[config.mk]
export PLATFORM = sky130hd
export DESIGN_NAME = pcie_bringup_seq
export DESIGN_NICKNAME = d
export VERILOG_FILES = /design/src/rtl/pbs_pkg.sv /design/src/rtl/pbs_tick_timer.sv /design/src/rtl/pbs_phy_table.sv /design/src/rtl/pcie_bringup_seq.sv
export SDC_FILE = /design/constraint.sdc
export NUM_CORES = 1
export LEC_CHECK = 0
export BUFFER_PORTS_ARGS = -buffer_cell sky130_fd_sc_hd__buf_2
export CAP_MARGIN = 40
export CORE_UTILIZATION = 30
export CTS_BUF_LIST = sky130_fd_sc_hd__clkbuf_4 sky130_fd_sc_hd__clkbuf_8
export DETAILED_ROUTE_END_ITERATION = 6
export GPL_ROUTABILITY_DRIVEN = 0
export SYNTH_ARGS = -nofsm -noshare
export SYNTH_HDL_FRONTEND = slang
export SYNTH_SLANG_ARGS = --single-unit
[constraint.sdc]
create_clock -name clk -period 3.87 [get_ports clk]
set_input_delay 0.387 -clock clk [delete_from_list [all_inputs] [get_ports clk]]
set_output_delay 0.387 -clock clk [all_outputs]
set_load 0.005 [all_outputs]
[src/rtl/pbs_pkg.sv]
`timescale 1ns/1ps
// pbs_pkg: shared state encoding, register codes and helpers for the
// PCIe bring-up sequencer. Assumes no tool-specific features.
package pbs_pkg;

    typedef enum logic [3:0] {
        S_IDLE, S_CLK_ON, S_MRST_A, S_MRST_B, S_MRST_C,
        S_PHY1_A, S_PHY1_B, S_TBL, S_PERST_LO, S_PERST_HI,
        S_PHY2_A, S_PHY2_B, S_POLL, S_WAIT, S_DONE
    } seq_state_t;

    localparam int          TBL_LEN      = 11;
    localparam logic [4:0]  LINK_UP_CODE = 5'h11;
    localparam logic [3:0]  MGMT_HOLD    = 4'h8;
    localparam logic [3:0]  MGMT_RUN     = 4'h9;
    localparam logic [3:0]  MGMT_LOADED  = 4'hB;
    localparam logic [7:0]  PHY_HOLD     = 8'h01;
    localparam logic [7:0]  PHY_RUN      = 8'h81;

    // Larger of two integers, used to size counters.
    function automatic int max_of(input int a, input int b);
        return (a > b) ? a : b;
    endfunction

    // Packs a management write command word.
    function automatic logic [31:0] make_cmd(input logic [4:0] addr, input logic [15:0] data);
        return {data, 3'b000, addr, 7'b0000000, 1'b1};
    endfunction

endpackage

[src/rtl/pbs_tick_timer.sv]
`timescale 1ns/1ps
// pbs_tick_timer: prescaled down-counter. A load of N ticks makes expire
// rise in the N*PRESCALE-th cycle after the load cycle. Assumes N >= 1.
module pbs_tick_timer #(
    parameter int PRESCALE = 125000,
    parameter int CNT_W    = 11
) (
    input  logic             clk,
    input  logic             rst_n,
    input  logic             load,
    input  logic [CNT_W-1:0] ticks,
    output logic             expire
);
    localparam int PRE_W = (PRESCALE > 1) ? $clog2(PRESCALE) : 1;
    localparam logic [PRE_W-1:0] PRE_TOP = PRE_W'(PRESCALE - 1);

    logic [PRE_W-1:0] pre;
    logic [CNT_W-1:0] left;

    // Counts cycles within a tick and ticks within the wait.
    always_ff @(posedge clk) begin
        if (!rst_n) begin
            pre  <= '0;
            left <= '0;
        end else if (load) begin
            pre  <= PRE_TOP;
            left <= ticks;
        end else if (left != '0) begin
            if (pre == '0) begin
                pre  <= PRE_TOP;
                left <= left - 1'b1;
            end else begin
                pre <= pre - 1'b1;
            end
        end
    end

    // Last cycle of the last tick.
    assign expire = (left == CNT_W'(1)) && (pre == '0);

    // a wait longer than one tick never ends in the cycle after its load.
    a_r2_no_early_expire: assert property (@(posedge clk) disable iff (!rst_n)
        (load && ticks > CNT_W'(1)) |=> !expire);

endmodule

[src/rtl/pbs_phy_table.sv]
`timescale 1ns/1ps
// pbs_phy_table: fixed list of PHY settings, returned as ready command
// words. Indices beyond the list return a zero word.
module pbs_phy_table #(
    parameter int IDX_W = 4
) (
    input  logic [IDX_W-1:0] idx,
    output logic [31:0]      cmd
);
    import pbs_pkg::*;

    // Maps an index to its (address, data) command word.
    always_comb begin
        case (idx)
            IDX_W'(0):  cmd = make_cmd(5'h00, 16'h5027);
            IDX_W'(1):  cmd = make_cmd(5'h02, 16'h6D18);
            IDX_W'(2):  cmd = make_cmd(5'h06, 16'h8828);
            IDX_W'(3):  cmd = make_cmd(5'h07, 16'h30FF);
            IDX_W'(4):  cmd = make_cmd(5'h08, 16'h18D7);
            IDX_W'(5):  cmd = make_cmd(5'h0A, 16'h00E9);
            IDX_W'(6):  cmd = make_cmd(5'h0B, 16'h0511);
            IDX_W'(7):  cmd = make_cmd(5'h0D, 16'h15B6);
            IDX_W'(8):  cmd = make_cmd(5'h0F, 16'h0F0F);
            IDX_W'(9):  cmd = make_cmd(5'h05, 16'h0BCB);
            IDX_W'(10): cmd = make_cmd(5'h06, 16'h8128);
            default:    cmd = '0;
        endcase
    end

endmodule

[src/rtl/pcie_bringup_seq.sv]
`timescale 1ns/1ps
// pcie_bringup_seq: autonomous root-port power-up sequence. It enables the
// clock, optionally resets the management block and loads the PHY table,
// resets the PHY, pulses the device reset, resets the PHY again and polls
// the link. Assumes every tick count parameter is at least 1.
module pcie_bringup_seq #(
    parameter int PRESCALE   = 125000,
    parameter int T_CLK      = 100,
    parameter int T_MDIO     = 1,
    parameter int T_PHY      = 100,
    parameter int T_PERST    = 300,
    parameter int T_SETTLE   = 1100,
    parameter int T_POLL     = 100,
    parameter int POLL_MAX   = 99,
    parameter int LINK_W     = 8
) (
    input  logic              clk,
    input  logic              rst_n,
    input  logic              start,
    input  logic              table_en,
    input  logic [LINK_W-1:0] link_state,
    output logic              busy,
    output logic              done,
    output logic              link_up,
    output logic              timeout,
    output logic              port_clk_en,
    output logic              perst_n,
    output logic              mgmt_we,
    output logic [3:0]        mgmt_data,
    output logic              phy_we,
    output logic [7:0]        phy_data,
    output logic              mdio_we,
    output logic [31:0]       mdio_cmd
);
    import pbs_pkg::*;

    localparam int T_MAX = max_of(max_of(max_of(T_CLK, T_MDIO), max_of(T_PHY, T_PERST)),
                                  max_of(T_SETTLE, T_POLL));
    localparam int CNT_W = $clog2(T_MAX + 1);
    localparam int PW    = $clog2(POLL_MAX + 1);
    localparam int IDX_W = $clog2(TBL_LEN + 1);
    localparam logic [IDX_W-1:0] IDX_LAST = IDX_W'(TBL_LEN - 1);
    localparam logic [PW-1:0]    POLL_LAST = PW'(POLL_MAX - 1);

    seq_state_t       state, nxt, ret_state, ret_nxt;
    logic [IDX_W-1:0] tbl_idx;
    logic [PW-1:0]    poll_cnt;
    logic             run_tbl;
    logic             tmr_load, tmr_expire;
    logic [CNT_W-1:0] tmr_ticks;
    logic [31:0]      tbl_cmd;
    logic             link_seen;

    assign link_seen = (link_state[4:0] == LINK_UP_CODE);

    pbs_tick_timer #(.PRESCALE(PRESCALE), .CNT_W(CNT_W)) u_timer (
        .clk    (clk),
        .rst_n  (rst_n),
        .load   (tmr_load),
        .ticks  (tmr_ticks),
        .expire (tmr_expire)
    );

    pbs_phy_table #(.IDX_W(IDX_W)) u_table (
        .idx (tbl_idx),
        .cmd (tbl_cmd)
    );

    // Next state, return state and wait length for each step.
    always_comb begin
        nxt       = state;
        ret_nxt   = ret_state;
        tmr_load  = 1'b0;
        tmr_ticks = '0;
        case (state)
            S_IDLE, S_DONE: if (start) nxt = S_CLK_ON;
            S_CLK_ON: begin
                tmr_load = 1'b1; tmr_ticks = CNT_W'(T_CLK);
                nxt = S_WAIT; ret_nxt = run_tbl ? S_MRST_A : S_PHY1_A;
            end
            S_MRST_A: nxt = S_MRST_B;
            S_MRST_B: nxt = S_MRST_C;
            S_MRST_C: nxt = S_PHY1_A;
            S_PHY1_A: nxt = S_PHY1_B;
            S_PHY1_B: begin
                tmr_load = 1'b1; tmr_ticks = CNT_W'(T_PHY);
                nxt = S_WAIT; ret_nxt = run_tbl ? S_TBL : S_PERST_LO;
            end
            S_TBL: begin
                tmr_load = 1'b1; tmr_ticks = CNT_W'(T_MDIO);
                nxt = S_WAIT; ret_nxt = (tbl_idx == IDX_LAST) ? S_PERST_LO : S_TBL;
            end
            S_PERST_LO: begin
                tmr_load = 1'b1; tmr_ticks = CNT_W'(T_PERST);
                nxt = S_WAIT; ret_nxt = S_PERST_HI;
            end
            S_PERST_HI: nxt = S_PHY2_A;
            S_PHY2_A:   nxt = S_PHY2_B;
            S_PHY2_B: begin
                tmr_load = 1'b1; tmr_ticks = CNT_W'(T_SETTLE);
                nxt = S_WAIT; ret_nxt = S_POLL;
            end
            S_POLL: begin
                if (link_seen || poll_cnt == POLL_LAST) begin
                    nxt = S_DONE;
                end else begin
                    tmr_load = 1'b1; tmr_ticks = CNT_W'(T_POLL);
                    nxt = S_WAIT; ret_nxt = S_POLL;
                end
            end
            S_WAIT: if (tmr_expire) nxt = ret_state;
            default: nxt = S_IDLE;
        endcase
    end

    // State registers, levels, counters and result flags.
    always_ff @(posedge clk) begin
        if (!rst_n) begin
            state       <= S_IDLE;
            ret_state   <= S_IDLE;
            tbl_idx     <= '0;
            poll_cnt    <= '0;
            run_tbl     <= 1'b0;
            port_clk_en <= 1'b0;
            perst_n     <= 1'b1;
            link_up     <= 1'b0;
            timeout     <= 1'b0;
        end else begin
            state     <= nxt;
            ret_state <= ret_nxt;
            case (state)
                S_IDLE, S_DONE: if (start) begin
                    run_tbl  <= table_en;
                    link_up  <= 1'b0;
                    timeout  <= 1'b0;
                    poll_cnt <= '0;
                    tbl_idx  <= '0;
                end
                S_CLK_ON:   port_clk_en <= 1'b1;
                S_TBL:      tbl_idx <= tbl_idx + 1'b1;
                S_PERST_LO: perst_n <= 1'b0;
                S_PERST_HI: perst_n <= 1'b1;
                S_POLL: begin
                    if (link_seen)                  link_up  <= 1'b1;
                    else if (poll_cnt == POLL_LAST) timeout  <= 1'b1;
                    else                            poll_cnt <= poll_cnt + 1'b1;
                end
                default: ;
            endcase
        end
    end

    // Status and register strobes decoded from the current step.
    always_comb begin
        busy      = (state != S_IDLE) && (state != S_DONE);
        done      = (state == S_DONE);
        mgmt_we   = (state == S_MRST_A) || (state == S_MRST_B) || (state == S_MRST_C);
        mgmt_data = (state == S_MRST_A) ? MGMT_HOLD :
                    (state == S_MRST_B) ? MGMT_RUN  :
                    (state == S_MRST_C) ? MGMT_LOADED : 4'h0;
        phy_we    = (state == S_PHY1_A) || (state == S_PHY1_B) ||
                    (state == S_PHY2_A) || (state == S_PHY2_B);
        phy_data  = ((state == S_PHY1_A) || (state == S_PHY2_A)) ? PHY_HOLD :
                    ((state == S_PHY1_B) || (state == S_PHY2_B)) ? PHY_RUN  : 8'h00;
        mdio_we   = (state == S_TBL);
        mdio_cmd  = (state == S_TBL) ? tbl_cmd : 32'h0;
    end

    // the device is never put into reset while the port clock is off.
    a_r2_clock_before_perst: assert property (@(posedge clk) disable iff (!rst_n)
        $fell(perst_n) |-> port_clk_en);
    // the load-done write directly follows another management write.
    a_r3_mgmt_order: assert property (@(posedge clk) disable iff (!rst_n)
        (mgmt_we && mgmt_data == MGMT_LOADED) |-> $past(mgmt_we && mgmt_data == MGMT_RUN));
    // a PHY release write always follows a PHY hold write.
    a_r4_phy_pair: assert property (@(posedge clk) disable iff (!rst_n)
        (phy_we && phy_data == PHY_RUN) |-> $past(phy_we && phy_data == PHY_HOLD));
    // table writes are separated by a wait.
    a_r6_mdio_spacing: assert property (@(posedge clk) disable iff (!rst_n)
        mdio_we |=> !mdio_we);
    // a command word marks a write and keeps its reserved bits clear.
    a_r5_cmd_format: assert property (@(posedge clk) disable iff (!rst_n)
        mdio_we |-> (mdio_cmd[0] && mdio_cmd[15:13] == 3'b000 && mdio_cmd[7:1] == 7'd0));
    // the two outcomes never coexist.
    a_r9_outcome_exclusive: assert property (@(posedge clk) disable iff (!rst_n)
        !(link_up && timeout));
    // start during a run never restarts it.
    a_r10_start_ignored: assert property (@(posedge clk) disable iff (!rst_n)
        (busy && start) |=> state != S_CLK_ON);
    // done holds until a start arrives.
    a_r11_done_holds: assert property (@(posedge clk) disable iff (!rst_n)
        (done && !start) |=> (done && $stable(link_up) && $stable(timeout)));

endmodule

==> impl_metrics.env <==
export IMPL_io_pin_count=65
export IMPL_clock_sinks=73
export IMPL_ys_types=76
export IMPL_track_usage_pct=14.00
export IMPL_grt_pass1_wl_um=16300
export IMPL_worstPathArrival_ns=3.38
export IMPL_post_cts_repair_setup_buffers=0
export IMPL_irDropWorstVdd_uv=219.0
export IMPL_nets=583
export IMPL_clock_latency_ns=0.36
export IMPL_fmax_ghz=0.3199
export IMPL_die_h_um=120.6
export IMPL_num_vias=3771
export IMPL_setup_viol=0
export IMPL_status="complete, no violations"
export IMPL_critPathLaunchType="flip-flop"
export IMPL_hold_viol_final=0
export IMPL_drt_first_pass_iters=4
export IMPL_ys_seq_area_share_pct=34.64
export IMPL_antenna_left=0
export IMPL_root_buffer="clkbuf_8"
export IMPL_synth_main_ff_cell="dfxtp_1"
export IMPL_rsz0062_at_grt="no"
export IMPL_clock_path_buffers=2
export IMPL_dr_first_iter_drc_count=252
export IMPL_post_route_period_util_pct=80.78
export IMPL_tritoncts="built"
export IMPL_yosys_register_bits=73
export IMPL_drv_cap=0
export IMPL_die_x_um=120.6
export IMPL_slew_limit_headroom_pct=41.26
export IMPL_initial_utilization_pct=31.36
export IMPL_cts_buffers=9
export IMPL_clk_pin_slew_ns=0.09
export IMPL_drc=0
export IMPL_core_um2=13450
export IMPL_grt_max_degree=25
export IMPL_synth_edf_count=0
export IMPL_netlist_instances=523
export IMPL_die_area_um2=14540
export IMPL_cp_max_fo=19
export IMPL_worst_slew_pin_slew_ns=0.8744
export IMPL_wl_per_cell_um=13.42
export IMPL_wl_um=9906
export IMPL_cts_hold_fix_buffers=0
export IMPL_vias_per_cell=5.110
export IMPL_cp_end_kind="flip-flop"
export IMPL_hold_path_class="in2reg"
export IMPL_port_buffers=43
export IMPL_setup_tns_ns=0
export IMPL_diodes=0
export IMPL_post_cts_resized=0
export IMPL_worstPathRequired_ns=4.12
export IMPL_fin_skew_ns=0.01178
export IMPL_antenna_found_initial=0
export IMPL_yosysWarningCount=0
export IMPL_h_tree_depth=3
export IMPL_min_period_ns=3.126
export IMPL_p_leak_nw=1.949
export IMPL_synthArstFlopShare_pct=0
export IMPL_postSynthAreaPerCell_um2=8.067
export IMPL_grt_pass1_vias=3389
export IMPL_grt_overflow_total=0
export IMPL_syn_to_final_growth_pct=11.42
export IMPL_drive_above_1_share_pct=15.30
export IMPL_finalMaxSlewViolations=0
export IMPL_hpwlAfterDp_um=7068
export IMPL_syn_area_um2=4219
export IMPL_placementRows=42
export IMPL_critPathKind="reg2reg"
export IMPL_p_per_area_nw_per_um2=662.9
export IMPL_holdWs_ns=0.2676
## kinds of logic after synthesis
logic type / count (synthesis) / synth area share, %
other: 1 / 0.08888
muxes: 2 / 0.4745
and+or+nand+nor: 237 / 30.04
AOI/OAI and AO/OA: 108 / 17.85
xor gates and xnor gates: 24 / 4.982
buffers and inverters: 64 / 7.770
DFF: 73 / 34.64
adders and majority gates: 14 / 4.152
## cells in the mapped netlist (4+ instances only)
cell type  count  area, um2
dfxtp_1       73       1461
nor2_1        73      274.0
nand2_1       36      135.1
a21oi_1       29      145.1
and2_1        24      150.1
nor3_1        22      110.1
inv_1         20      75.07
o21ai_0       19      95.09
buf_4         18      135.1
xor2_1        18      157.7
clkbuf_1      17      63.81
ha_1          14      175.2
nand3_1       14      70.07
nor4_1        11      68.82
nand2b_1      10      62.56
a31oi_1        6      37.54
xnor2_1        6      52.55
and3_1         5      31.28
nand4_1        5      31.28
a221o_1        4      40.04
a311oi_1       4      35.03
buf_2          4      20.02
nand3b_1       4      30.03
nor2b_1        4      25.02
o221ai_1       4      35.03
o22ai_1        4      25.02
o31ai_1        4      30.03
or3_1          4      25.02
## metal layers
metal  vias up  track usage [%]  share of wire, %
met4         0            5.247               1.4
li1       1886                -                 -
met1      1758            18.01                48
met5         -                0                 0
met2       111            22.77                46
met3        16            3.113               4.6
## worst paths after layout
| kind | start | to | slack, ns | cells past startpoint |
|---|---|---|---|---|
| max | state[1]$_SDFFE_PN0P_ | u_table.cmd[16]$_DFF_P_ | 0.74 | 8 |
| min reg2reg | port_clk_en$_SDFFE_PN0P_ | port_clk_en$_SDFFE_PN0P_ | 0.48 | 2 |
| max reg2reg | state[1]$_SDFFE_PN0P_ | u_table.cmd[16]$_DFF_P_ | 0.74 | 8 |
| min | table_en | run_tbl$_SDFFE_PN0P_ | 0.27 | 3 |
## sequential cells by signal, summed over array words and instances (netlist names)
| signal | cells |
|---|---|
| link_up | 1 |
| state | 4 |
| poll_cnt | 7 |
| perst_n | 1 |
| u_timer.left | 11 |
| ret_state | 4 |
| run_tbl | 1 |
| timeout | 1 |
| tbl_idx | 4 |
| port_clk_en | 1 |
| u_timer.pre | 17 |
| u_table.cmd | 21 |
## cell type report
class,count,area (um2)
clock buffer,9,123.9
sequential,73,1461
inverter,21,78.83
tap,176,220.2
clock inverter,7,62.56
multi-input combinational,403,2494
fill,1446,8752
timing repair buffer,49,260.3
## layout by cell type (no fill, tap or decap), drive strengths merged, types with 4 or more instances in the layout
cell and instances:
a221o 4, and2 24, inv 23, xor2 18, or3 5, nor2b 5
a211oi 4, ha 14, clkbuf 9, nand3 15, o221ai 4, nor3 24
and3 5, buf 49, nand2b 10, o31ai 4, nand4 5, a21oi 29
nor2 73, a31oi 7, o21ai 21, o22ai 4, dfxtp 73, nand3b 4
conb 18, a311oi 4, nand2 36, nor4 12, xnor2 6
## worst max-delay path, stage by stage, from the launching register on
cell     delay (ns)
dfxtp_1        0.73
nor3_1         0.14
o21ai_0        0.56
a31oi_1        0.33
nor2_1         0.34
inv_1          0.13
ha_1           0.40
nor3_1         0.08
a311o_1        0.32
## per-stage QoR
stage                     util, %  instances  worst slack (ns)  power [W]  area [um2]
after global routing        34.94        738            0.5446   0.003363        4701
final                       34.94        738            0.7437   0.003116        4701
after CTS                   34.94        738            0.8050   0.003125        4701
after global placement      33.56        722            0.8673   0.002499        4514
after detailed placement    33.56        722            0.8293   0.002532        4514
after floorplan                 -        540             1.296   0.002214        4283
## power breakdown
part           leakage, nW  switching, W  total, W  internal [W]
registers            0.595      0.000175   0.00108      0.000901
logic                 1.27      0.000897   0.00147      0.000568
clock network       0.0859      0.000331  0.000575      0.000245
total                 1.95       0.00140   0.00312       0.00171
(Power assumes the default switching activity.)
